$ cat config.mk
export PLATFORM = sky130hd
export DESIGN_NAME = tx_pulse_seq
export DESIGN_NICKNAME = d
export VERILOG_FILES = /design/src/rtl/tx_seq_pkg.sv /design/src/rtl/tx_seq_shadow.sv /design/src/rtl/tx_seq_chan.sv /design/src/rtl/tx_pulse_seq.sv
export SDC_FILE = /design/constraint.sdc
export NUM_CORES = 2
export LEC_CHECK = 0
export BUFFER_PORTS_ARGS = -buffer_cell sky130_fd_sc_hd__buf_2
export CORE_ASPECT_RATIO = 1.75
export CORE_MARGIN = 10
export CORE_UTILIZATION = 60
export DETAILED_ROUTE_END_ITERATION = 6
export GPL_ROUTABILITY_DRIVEN = 0
export HOLD_SLACK_MARGIN = 0.1
export MAX_ROUTING_LAYER = met4
export PLACE_DENSITY = 0.76
export SYNTH_ARGS = -nofsm -noshare
export SYNTH_HDL_FRONTEND = slang
export SYNTH_SLANG_ARGS = --single-unit
$ cat constraint.sdc
create_clock -name clk -period 3.3 [get_ports clk]
set_clock_uncertainty 0.15 [all_clocks]
set_input_delay 0 -clock clk [delete_from_list [all_inputs] [get_ports clk]]
set_output_delay 0 -clock clk [all_outputs]
set_load 0.02 [all_outputs]
$ cat src/rtl/tx_seq_pkg.sv
package tx_seq_pkg;
    localparam int NCH       = 8;
    localparam int PAT_W     = 64;
    localparam int SHORT_LEN = 4;
    localparam int CRS_W     = 14;
    localparam int FINE_W    = 3;
    localparam int BIT_CYC   = 2;
    localparam int IDX_W     = $clog2(PAT_W);
    localparam int CH_W      = $clog2(NCH);
    localparam int PH_W      = $clog2(BIT_CYC);

    typedef enum logic [1:0] {
        SEL_POS = 2'd0,
        SEL_NEG = 2'd1,
        SEL_DLY = 2'd2,
        SEL_LEN = 2'd3
    } wr_sel_e;

    typedef enum logic [1:0] {
        CH_IDLE,
        CH_WAIT,
        CH_EMIT
    } chan_st_e;

    typedef struct packed {
        logic [PAT_W-1:0]  pos;
        logic [PAT_W-1:0]  neg;
        logic [CRS_W-1:0]  coarse;
        logic [FINE_W-1:0] fine;
        logic              long_len;
    } chan_cfg_t;

    function automatic logic [IDX_W-1:0] last_idx(input logic long_len);
        return long_len ? IDX_W'(PAT_W - 1) : IDX_W'(SHORT_LEN - 1);
    endfunction
endpackage

$ cat src/rtl/tx_seq_shadow.sv
module tx_seq_shadow
    import tx_seq_pkg::*;
(
    input  logic                      clk,
    input  logic                      rst,
    input  logic                      wr_en,
    input  logic [CH_W-1:0]           wr_ch,
    input  wr_sel_e                   wr_sel,
    input  logic [PAT_W-1:0]          wr_data,
    output chan_cfg_t [NCH-1:0]       cfg_o
);
    chan_cfg_t [NCH-1:0] bank;

    always_ff @(posedge clk) begin
        if (rst) begin
            bank <= '0;
        end else if (wr_en) begin
            case (wr_sel)
                SEL_POS: bank[wr_ch].pos <= wr_data;
                SEL_NEG: bank[wr_ch].neg <= wr_data;
                SEL_DLY: begin
                    bank[wr_ch].fine   <= wr_data[FINE_W-1:0];
                    bank[wr_ch].coarse <= wr_data[FINE_W +: CRS_W];
                end
                default: bank[wr_ch].long_len <= wr_data[0];
            endcase
        end
    end

    assign cfg_o = bank;
endmodule

$ cat src/rtl/tx_seq_chan.sv
module tx_seq_chan
    import tx_seq_pkg::*;
(
    input  logic              clk,
    input  logic              rst,
    input  logic              start,
    input  chan_cfg_t         cfg_i,
    output logic              pos_o,
    output logic              neg_o,
    output logic              act_o,
    output logic              conflict_o,
    output logic [FINE_W-1:0] fine_o
);
    chan_cfg_t        act;
    chan_st_e         st;
    logic [CRS_W-1:0] cnt;
    logic [IDX_W-1:0] idx;
    logic [PH_W-1:0]  ph;
    logic             conf;
    logic             bit_p, bit_n, emitting;

    assign bit_p    = act.pos[idx];
    assign bit_n    = act.neg[idx];
    assign emitting = (st == CH_EMIT);

    always_ff @(posedge clk) begin
        if (rst) begin
            act  <= '0;
            st   <= CH_IDLE;
            cnt  <= '0;
            idx  <= '0;
            ph   <= '0;
            conf <= 1'b0;
        end else begin
            if (start) begin
                act <= cfg_i;
                cnt <= cfg_i.coarse;
                st  <= CH_WAIT;
            end else begin
                case (st)
                    CH_WAIT: begin
                        if (cnt == '0) begin
                            st  <= CH_EMIT;
                            idx <= '0;
                            ph  <= '0;
                        end else begin
                            cnt <= cnt - 1'b1;
                        end
                    end
                    CH_EMIT: begin
                        if (ph == PH_W'(BIT_CYC - 1)) begin
                            ph <= '0;
                            if (idx == last_idx(act.long_len)) st <= CH_IDLE;
                            else idx <= idx + 1'b1;
                        end else begin
                            ph <= ph + 1'b1;
                        end
                    end
                    default: ;
                endcase
            end
            if (emitting && bit_p && bit_n) conf <= 1'b1;
        end
    end

    assign pos_o      = emitting && bit_p && !bit_n;
    assign neg_o      = emitting && bit_n && !bit_p;
    assign act_o      = (st != CH_IDLE);
    assign conflict_o = conf;
    assign fine_o     = act.fine;
endmodule

$ cat src/rtl/tx_pulse_seq.sv
module tx_pulse_seq
    import tx_seq_pkg::*;
(
    input  logic                  clk,
    input  logic                  rst,
    input  logic                  wr_en,
    input  logic [CH_W-1:0]       wr_ch,
    input  logic [1:0]            wr_sel,
    input  logic [PAT_W-1:0]      wr_data,
    input  logic                  tx_en,
    output logic                  busy_o,
    output logic [NCH-1:0]        pos_o,
    output logic [NCH-1:0]        neg_o,
    output logic [NCH*FINE_W-1:0] fine_o,
    output logic [NCH-1:0]        conflict_o
);
    chan_cfg_t [NCH-1:0] shadow;
    logic [NCH-1:0]      act;
    logic                tx_en_q;
    logic                start;

    tx_seq_shadow shadow_i (
        .clk     (clk),
        .rst     (rst),
        .wr_en   (wr_en),
        .wr_ch   (wr_ch),
        .wr_sel  (wr_sel_e'(wr_sel)),
        .wr_data (wr_data),
        .cfg_o   (shadow)
    );

    always_ff @(posedge clk) begin
        if (rst) tx_en_q <= 1'b0;
        else     tx_en_q <= tx_en;
    end

    assign busy_o = |act;
    assign start  = tx_en && !tx_en_q && !busy_o;

    for (genvar g = 0; g < NCH; g++) begin : g_ch
        tx_seq_chan chan_i (
            .clk        (clk),
            .rst        (rst),
            .start      (start),
            .cfg_i      (shadow[g]),
            .pos_o      (pos_o[g]),
            .neg_o      (neg_o[g]),
            .act_o      (act[g]),
            .conflict_o (conflict_o[g]),
            .fine_o     (fine_o[g*FINE_W +: FINE_W])
        );
    end
endmodule

==> qor.yml <==
synthesis:
  synthArstFlopShare_pct: 0
  syn_inst: 11850
  synth_cell_types: 85
  yosys_warnings: 0
  syn-num-nets: 11940
  avgSynthCellArea_sq_um: 8.033
  ys_ff_latch: 2417
  synthFlopType: "dfxtp_1"
  syn_area_sq_um: 95160
  synth_edf_count: 0
  yosysSeqAreaShare_pct: 50.85
timing:
  setup_slack_ns: -0.07722
  setup_viol: 4
  period_share_pct: 102.3
  drv_slew: 0
  rsz0062_at_grt: "true"
  finalHoldViolations: 0
  maxSlewHeadroom_pct: 2.393
  period_needed_ns: 3.377
  worst_slew_pin_slew_ns: 1.464
  fmax_mhz: 296.1
power_and_ir_drop:
  total_power_mw: 66.91
  powerDensity_nw_per_um2: 626.4
  leakage_nw: 34.65
  ir_worst_vdd_v: 0.0006156
global_routing:
  antenna_found_initial: 23
  grt_max_degree: 158
  grt_pass1_wl_microns: 464400
  grt_usage_pct: 34.83
  first_global_vias: 79110
  overflow: 0
clock_network:
  htree_levels: 4
  cts_tree: "built"
  clockRootBuffer: "clkbuf_16"
  clk_pin_slew_worst_paths_ns: 0.07
  clockBufferDepth: 4
  clock_sinks: 2417
  clock_latency_ns: 0.86
  cts_buffers: 208
final_layout:
  drive_above_1_share_pct: 10.55
  area_growth_pct: 12.25
  final_net_count: 11650
  final_area_sq_um: 106800
drt:
  wire_per_inst_microns: 22.52
  firstDrtPassIters: 7
  drc_errors: 0
  ant_nets: 0
  drt_iter0_drc: 10670
  vias: 84140
  vias_per_cell: 6.101
  finalWirelength_microns: 310600
critical_path:
  crit_type: "reg -> out"
  crit_fanout: 14
  crit_required_ns: 3.15
  start_kind: "register"
  cp.arrival_ns: 3.23
  end_kind: "primary output"
run:
  max_cap_viol_count: 0
floorplanning:
  die_w_microns: 321.1
  chipHeight_microns: 546.8
  start_util_pct: 60.26
  die-area_sq_um: 175600
  ios: 122
  rows: 193
  core_area_sq_um: 157900
run_status:
  outcome: "finished, violations left"
  failed_checks: "negative setup slack"
placement:
  placed_cell_area_sq_um: 97260
  io_buffers: 121
  dp_hpwl_microns: 178000
worst_hold_path:
  hold_path_class: "in -> reg"
[layer usage]
layer  part of all wire [%]  GRT usage [%]
met5                      0              -
met3                     10          6.042
met2                     46          54.15
met1                     35          40.16
met4                    8.6          25.95
[worst paths after layout]
kind,cells after the start,from,slack [ns],to
worst max-delay path,8,g_ch[4].chan_i.idx[0],-0.08,neg_o[4]
worst max register to register,9,g_ch[0].chan_i.st[0],0.19,g_ch[6].chan_i.idx[2]
worst min register to register,2,register,0.28,g_ch[0].chan_i.act[78]
worst min-delay path,4,wr_data[58],0.16,register
[what timing repair did]
item / in CTS / in global routing
pin swaps: 13 / 23
endpoints found under the setup margin: 16 / 50
buffers inserted: 43 / 31
gates cloned: 3 / 2
endpoints found under the hold margin: 2407 / 0
resized for setup: 113 / 82
hold buffers: 98 / 0
[area by class of cell]
cell class | instances | area (sq um)
antenna | 21 | 52.55
inverter | 48 | 180.2
fill | 12440 | 51110
tap | 2047 | 2561
clock inverter | 83 | 1032
timing repair buffer | 566 | 5558
sequential | 2417 | 48470
clock buffer | 291 | 5958
multi-input combinational | 8318 | 43010
[critical path, stage by stage, from the launching register on]
cell and delay (ns):
dfxtp_4 0.41, buf_4 0.15, buf_16 0.16, mux4_2 0.54, mux4_2 0.53, nand3_2 0.12
nand3_2 0.14, nor4b_4 0.17, buf_4 0.17
[report_power, final]
group	leakage, nW	total [mW]	internal (mW)	switching, mW
logic	11.7	11.1	2.72	8.33
registers	19.5	30.4	29.8	0.599
clock network	3.47	25.4	14.4	11.1
[logic make-up (layout without fill, tap and decap cells)]
logic type / Yosys count / in the layout / share of synthesized area [%]
and+or+nand+nor: 5208 / 5208 / 21.58
other: 0 / 21 / 0
adders and majority gates: 22 / 22 / 0.2892
AOI/OAI and AO/OA: 2609 / 2609 / 14.66
buffers and inverters: 1111 / 988 / 4.649
muxes: 349 / 349 / 6.783
DFF: 2417 / 2417 / 50.85
xor gates and xnor gates: 130 / 130 / 1.196
[cell usage after synthesis, types with 9 or more instances]
library cell  number  share of area (%)
nand2_1         4527                 18
dfxtp_1         2417                 51
a21oi_1         2259                 12
clkbuf_1         947                3.7
nor2_1           292                1.2
mux4_2           234                5.5
a211oi_1         103               0.81
mux2i_1           88               0.93
xnor2_1           81               0.75
nor3_1            79               0.42
nand3_1           63               0.33
o21ai_0           53               0.28
buf_4             51               0.40
xor2_1            49               0.45
inv_1             48               0.19
buf_2             43               0.23
nor2b_1           42               0.28
a32oi_1           34               0.31
nand4_1           28               0.18
mux2_2            27               0.32
a22oi_1           24               0.19
and3_1            24               0.16
ha_1              22               0.29
buf_1             20              0.079
or3_1             18               0.12
nand2b_1          17               0.11
a221oi_1          15               0.14
and2_1            15              0.099
nor4_1            15              0.099
a31oi_1           14              0.092
o221ai_1          14               0.13
or4_1             14               0.11
o211ai_1          13               0.10
or2_2             11              0.072
a2111oi_0         10              0.092
nor4b_1           10              0.092
nor3b_1            9              0.071
o22ai_1            9              0.059
[metrics by stage]
step                setup WS (ns)  std cells  util [%]  TNS [ns]  hold WS, ns
finish                   -0.07722      13790     67.64   -0.1445       0.1558
global route              -0.1274      13780     67.62   -0.6008       0.1405
CTS                      -0.09601      13740     67.19   -0.3523       0.1087
detailed placement         0.1204      13220     61.59         0       0.1045
global placement          0.09253      13220     61.59         0      0.08364
floorplan                  0.5445      11850         -         0     -0.02182
[cells in the final DEF (no fill, tap or decap), types with 16 or more instances in the layout]
cell type,n
o21ai_0,50
a211oi_1,99
buf_6,18
clkbuf_16,211
a21oi_1,2256
nand2_1,4511
mux4_2,234
dfxtp_1,2391
nand3_1,60
nand4_1,28
buf_12,90
inv_1,47
clkbuf_8,42
buf_4,257
dlygate4sd3_1,97
nor2b_1,37
or3_1,16
dfxtp_4,20
nand2_2,16
clkbuf_1,40
diode_2,21
clkinv_2,47
xnor2_1,81
bufinv_16,23
xor2_1,49
mux2_2,24
ha_1,22
nor2_4,19
and3_1,21
nand2b_1,16
buf_2,97
a32oi_1,33
nor3_1,73
a22oi_1,17
nor2_1,268
mux2i_1,80
No activity file was read; power rests on OpenSTA's default activity.
